`src/rtl/remap_pkg.sv`:
```
package remap_pkg;
  typedef enum logic [1:0] {
    MAP_LINEAR = 2'd0,
    MAP_INTLV  = 2'd1,
    MAP_VOICE  = 2'd2,
    MAP_RSVD   = 2'd3
  } map_mode_e;

  localparam logic [9:0] CTRL_OFF  = 10'h3FF;
  localparam int         REG_LAST  = 28;
  localparam int         VOICE_REGS = 7;
  localparam int         SHARED_REGS = 8;
  localparam int         SHARED_IDX0 = 21;
endpackage

```
`src/rtl/remap_ctrl.sv`:
```
module remap_ctrl
  import remap_pkg::*;
(
  input  logic      clk,
  input  logic      rst_n,
  input  logic      ctrl_wr,
  input  logic [1:0] wr_code,
  output map_mode_e mode_q
);
  always_ff @(posedge clk) begin
    if (!rst_n)       mode_q <= MAP_LINEAR;
    else if (ctrl_wr) mode_q <= map_mode_e'(wr_code);
  end

  // a control write becomes the stored mode at the next edge
  a_r7_ctrl_update: assert property (@(posedge clk) disable iff (!rst_n)
    ctrl_wr |=> (mode_q == map_mode_e'($past(wr_code))));

  // without a control write the mode never moves
  a_r7_mode_hold: assert property (@(posedge clk) disable iff (!rst_n)
    !ctrl_wr |=> $stable(mode_q));
endmodule

```
`src/rtl/remap_decode.sv`:
```
module remap_decode
  import remap_pkg::*;
#(
  parameter int NCHIP = 32,
  parameter int VCHIP = 8,
  localparam int CW   = (NCHIP > 1) ? $clog2(NCHIP) : 1
) (
  input  logic             clk,
  input  logic             rst_n,
  input  map_mode_e        mode_q,
  input  logic             acc,
  input  logic [9:0]       off,
  output logic [NCHIP-1:0] sel,
  output logic [4:0]       reg_idx,
  output logic [CW-1:0]    chip_idx,
  output logic             hit
);
  localparam logic [9:0] VOICES_L = 10'(3 * VCHIP);
  localparam logic [9:0] SH_BASE  = 10'(VOICE_REGS * 3 * VCHIP);
  localparam logic [9:0] SH_END   = 10'(VOICE_REGS * 3 * VCHIP + SHARED_REGS * VCHIP);
  localparam logic [9:0] VCHIP_L  = 10'(VCHIP);
  localparam logic [9:0] NCHIP_L  = 10'(NCHIP);

  logic [9:0] c_w, r_w, v_w, s_w;
  logic       in_map;

  always_comb begin
    c_w    = '0;
    r_w    = '0;
    v_w    = '0;
    s_w    = '0;
    in_map = 1'b1;
    unique case (mode_q)
      MAP_INTLV: begin
        r_w = {5'd0, off[9:5]};
        c_w = {5'd0, off[4:0]};
      end
      MAP_VOICE: begin
        if (off < SH_BASE) begin
          v_w = off % VOICES_L;
          c_w = v_w / 10'd3;
          r_w = (v_w % 10'd3) * 10'(VOICE_REGS) + off / VOICES_L;
        end else if (off < SH_END) begin
          s_w = off - SH_BASE;
          c_w = s_w % VCHIP_L;
          r_w = 10'(SHARED_IDX0) + s_w / VCHIP_L;
        end else begin
          in_map = 1'b0;
        end
      end
      default: begin
        c_w = {5'd0, off[9:5]};
        r_w = {5'd0, off[4:0]};
      end
    endcase
  end

  assign hit      = acc && in_map && (r_w <= 10'(REG_LAST)) && (c_w < NCHIP_L);
  assign reg_idx  = hit ? r_w[4:0] : 5'd0;
  assign chip_idx = hit ? c_w[CW-1:0] : '0;

  for (genvar g = 0; g < NCHIP; g++) begin : g_sel
    assign sel[g] = hit && (c_w == 10'(g));
  end

  // in linear layout, slot indices 29..31 never reach a chip
  a_r6_unused_idle: assert property (@(posedge clk) disable iff (!rst_n)
    (acc && (mode_q == MAP_LINEAR) && (off[4:0] > 5'd28)) |-> (sel == '0));

  // beyond the shared area, voice mode selects nothing
  a_r5_voice_tail: assert property (@(posedge clk) disable iff (!rst_n)
    (acc && (mode_q == MAP_VOICE) && (off >= SH_END)) |-> (sel == '0));
endmodule

```
`src/rtl/remap_rdmux.sv`:
```
module remap_rdmux
  import remap_pkg::*;
#(
  parameter int NCHIP = 32,
  localparam int CW   = (NCHIP > 1) ? $clog2(NCHIP) : 1
) (
  input  logic [NCHIP*8-1:0] chip_rdata,
  input  logic               hit,
  input  logic [CW-1:0]      chip_idx,
  input  logic               ctrl_acc,
  input  map_mode_e          mode_q,
  output logic [7:0]         rdata
);
  always_comb begin
    if (hit)           rdata = chip_rdata[chip_idx*8 +: 8];
    else if (ctrl_acc) rdata = {6'd0, mode_q};
    else               rdata = 8'hFF;
  end
endmodule

```
`src/rtl/multi_chip_remap.sv`:
```
module multi_chip_remap
  import remap_pkg::*;
#(
  parameter int              NCHIP = 32,
  parameter int              VCHIP = 8,
  parameter logic [15:0]     BASE  = 16'hD400
) (
  input  logic               clk,
  input  logic               rst_n,
  input  logic               bus_valid,
  input  logic               bus_we,
  input  logic [15:0]        bus_addr,
  input  logic [7:0]         bus_wdata,
  output logic [7:0]         bus_rdata,
  output logic [NCHIP-1:0]   chip_sel,
  output logic               chip_we,
  output logic [4:0]         chip_reg,
  output logic [7:0]         chip_wdata,
  input  logic [NCHIP*8-1:0] chip_rdata
);
  localparam int CW = (NCHIP > 1) ? $clog2(NCHIP) : 1;

  logic          in_win, ctrl_acc, ctrl_wr, data_acc, hit;
  logic [9:0]    off;
  logic [CW-1:0] chip_idx;
  map_mode_e     mode_q;

  assign in_win   = bus_valid && (bus_addr[15:10] == BASE[15:10]);
  assign off      = bus_addr[9:0];
  assign ctrl_acc = in_win && (off == CTRL_OFF);
  assign ctrl_wr  = ctrl_acc && bus_we;
  assign data_acc = in_win && !ctrl_acc;

  remap_ctrl u_ctrl (
    .clk     (clk),
    .rst_n   (rst_n),
    .ctrl_wr (ctrl_wr),
    .wr_code (bus_wdata[1:0]),
    .mode_q  (mode_q)
  );

  remap_decode #(.NCHIP(NCHIP), .VCHIP(VCHIP)) u_dec (
    .clk      (clk),
    .rst_n    (rst_n),
    .mode_q   (mode_q),
    .acc      (data_acc),
    .off      (off),
    .sel      (chip_sel),
    .reg_idx  (chip_reg),
    .chip_idx (chip_idx),
    .hit      (hit)
  );

  remap_rdmux #(.NCHIP(NCHIP)) u_rd (
    .chip_rdata (chip_rdata),
    .hit        (hit),
    .chip_idx   (chip_idx),
    .ctrl_acc   (ctrl_acc),
    .mode_q     (mode_q),
    .rdata      (bus_rdata)
  );

  assign chip_we    = hit && bus_we;
  assign chip_wdata = bus_wdata;

  // a chip write strobe always goes to exactly one chip
  a_r10_we_onehot: assert property (@(posedge clk) disable iff (!rst_n)
    chip_we |-> $onehot(chip_sel));

  // traffic outside the window reaches no chip and reads $FF
  a_r9_outside: assert property (@(posedge clk) disable iff (!rst_n)
    (bus_valid && (bus_addr[15:10] != BASE[15:10])) |-> ((chip_sel == '0) && (bus_rdata == 8'hFF)));

  // the control slot is never forwarded to a chip
  a_r7_ctrl_no_sel: assert property (@(posedge clk) disable iff (!rst_n)
    (bus_valid && (bus_addr == (BASE | 16'h03FF))) |-> (chip_sel == '0));
endmodule

```
`config.mk`:
```
export PLATFORM = sky130hd
export DESIGN_NAME = multi_chip_remap
export DESIGN_NICKNAME = d
export VERILOG_FILES = /design/src/rtl/remap_pkg.sv /design/src/rtl/remap_ctrl.sv /design/src/rtl/remap_decode.sv /design/src/rtl/remap_rdmux.sv /design/src/rtl/multi_chip_remap.sv
export SDC_FILE = /design/constraint.sdc
export NUM_CORES = 1
export LEC_CHECK = 0
export CAP_MARGIN = 20
export CELL_PAD_IN_SITES_DETAIL_PLACEMENT = 1
export CELL_PAD_IN_SITES_GLOBAL_PLACEMENT = 1
export CORE_ASPECT_RATIO = 1.75
export CORE_MARGIN = 2
export CORE_UTILIZATION = 24
export DETAILED_ROUTE_END_ITERATION = 10
export GPL_TIMING_DRIVEN = 0
export PLACE_DENSITY_LB_ADDON = 0.12
export RECOVER_POWER = 25
export SLEW_MARGIN = 20
export SYNTH_ARGS = -nofsm -noshare
export SYNTH_HDL_FRONTEND = slang
export SYNTH_SLANG_ARGS = --single-unit
```
`constraint.sdc`:
```
create_clock -name clk -period 13 [get_ports clk]
set_input_delay 1.3 -clock clk [delete_from_list [all_inputs] [get_ports clk]]
set_output_delay 1.3 -clock clk [all_outputs]
set_load 0.05 [all_outputs]
```
==> qor.yml <==
max_cap_violations: 0
min_period_ns: 12.61
synthCells: 828
grt_pass1_vias: 8531
grt_overflow: 0
fin_crit_sh_pct: 96.99
cts_tree: "yes"
synth_ff_type: "dfxtp_1"
start_util_pct: 24.32
final_cell_mix: "clkdlybuf4s50_1 (291), nand2_1 (177), nor2_1 (56)"
synth-seq-cells: 2
hold_path_class: "flip-flop to flip-flop"
cp-start-kind: "primary input"
drive_above_1_share_pct: 11.17
synth-async-reset-ratio_pct: 0
cts-hold-fix-buffers: 0
outcome: "finished, final reports clean"
firstDrtPassIters: 4
netlist_area_um2: 5206
worst-slew-pin-transition_ns: 1.138
die-area_um2: 22930
path_max_fanout: 10
crit_type: "primary input to output port"
clk_pin_slew_ns: 0.03
cts_buffers: 3
grt_pass1_wl_um: 52050
powerDensity_nw_per_um2: 83.87
gp_congestion: 0.8919
dpl_cell_area_um2: 8845
root_buffer: "clkbuf_16"
dpl.hpwl_um: 31020
io-pin-count: 338
finClkSkew_ns: 0
route.detailed.drc: 0
p_leak_nw: 3.768
finalInstanceArea_um2: 9275
synth_cell_types: 75
tns_ns: 0
insertion_delay_ns: 0.22
synth_fp_nets: 1144
clockBufferDepth: 2
yosys.area.top_type: "nand2_1"
syn_area_per_cell_um2: 6.288
grt_max_degree: 11
fp.dieH_um: 198.8
core_area_um2: 21410
cp_slowest_cell: "or4b_1"
ant_nets: 0
end_kind: "output port"
vias: 7996
regMostFlops: "u_ctrl.mode_q"
final_common_cell: "clkdlybuf4s50_1"
cts.htree.levels: 1
slowest_delay_ns: 0.57
io_buffer_count: 327
maxSlewViolCount: 0
setup_violations: 0
crit_buf_inv: 10
largest_register_ffs: 2
layout.nets: 1491
synth_edf_count: 0
synth_top_area_share_pct: 12.76
crit_required_ns: 11.70
syn_to_final_growth_pct: 78.15
ys_seq_area_share_pct: 0.7690
die_x_um: 115.3
drt_wl_total_um: 36090
post_drt_wl_per_cell_um: 24.54
clkSinkCount: 2
drt-vias-per-instance: 5.436
cpLargestDelayFamily: "compound AO/OA/AOI/OAI gates"
hold_viol_final: 0
rows: 71
cp_data_arrival_time_ns: 11.31
ir_drop_v: 0.00008262
max_slew_margin_pct: 23.42
synth_area_leaders: "nand2_1 (13%), mux2i_1 (6.0%), ha_1 (4.8%)"
drtIter0Drc: 399
reg_top3: "u_ctrl.mode_q (2)"
fmaxAchievable_ghz: 0.07931
antenna_found_initial: 6
yosys_warnings: 0
track_usage_pct: 30.51
==> Yosys cell counts, drive strengths merged, types with 14 or more instances <==
master,n
buf,45
inv,28
nand2,177
a21oi,48
nor2,58
mux2i,31
clkbuf,28
and3,16
nor3,29
ha,20
mux2,14
o21ai,25
nand3,39
o211ai,19
nand4,17
==> cell families after synthesis <==
family	count (synthesis)	share of synthesized area, %
buffers and inverters	103	9.493
multiplexers	47	9.853
AO/OA/AOI/OAI	237	33.00
XOR/XNOR	14	2.355
adder cells (fa/ha/maj)	33	9.613
AND/OR/NAND/NOR	392	34.92
flip-flops	2	0.7691
==> area by class of cell <==
type / instances / area (um^2)
diodes: 6 / 15.01
plain buffers: 73 / 400.4
clock buffers: 3 / 75.07
fillers: 2737 / 12130
inverters: 30 / 118.9
multi-input cells: 723 / 4866
flip-flops and latches: 2 / 40.04
well taps: 292 / 365.4
repair buffers: 342 / 3395
==> routing by layer <==
metal	routed length [um]	track usage [%]
met1	11900	28.76
met2	19860	59.00
met3	2012	5.972
met4	2318	17.89
met5	0	0
==> per-stage QoR <==
stage | hold WS [ns] | power, mW | util [%] | worst slack, ns | instances
floorplan | 0.4709 | 0.4060 | - | 0.5124 | 828
global placement | 0.5060 | 0.6218 | 41.31 | -2.483 | 1447
detailed placement | 0.5242 | 0.6417 | 41.31 | -2.521 | 1447
CTS | 0.5292 | 0.7292 | 42.38 | 0.006056 | 1458
global route | 0.5702 | 0.8532 | 43.32 | -0.004919 | 1471
finish | 0.5226 | 0.7779 | 43.32 | 0.3913 | 1471
==> final timing paths <==
kind | startpoint | to | cells past startpoint | slack (ns)
max reg2reg | u_ctrl.mode_q[0]$_SDFFE_PN0P_ | u_ctrl.mode_q[0]$_SDFFE_PN0P_ | 2 | 12.26
min reg2reg | u_ctrl.mode_q[1]$_SDFFE_PN0P_ | u_ctrl.mode_q[1]$_SDFFE_PN0P_ | 2 | 0.52
max | bus_addr[6] | bus_rdata[5] | 42 | 0.39
min | u_ctrl.mode_q[1]$_SDFFE_PN0P_ | u_ctrl.mode_q[1]$_SDFFE_PN0P_ | 2 | 0.52
==> where the power goes <==
part	leakage, nW	internal, mW	switching, mW
sequential	0.0161	0.00619	0.0000000344
clock	0.0370	0.0391	0.00716
combinational	3.72	0.334	0.391
total	3.77	0.380	0.398
==> what timing repair did <==
item,in CTS,in global routing
pin swaps,7,6
resized for setup,66,36
setup buffers,8,7
endpoints found under the setup margin,46,43
gates cloned,0,0
==> worst register-to-register path, cell delays in order (launching register included) <==
cell	delay (ns)
dfxtp_1	0.40
nand2_1	0.07
a21boi_0	0.19
(Power assumes the default switching activity.)
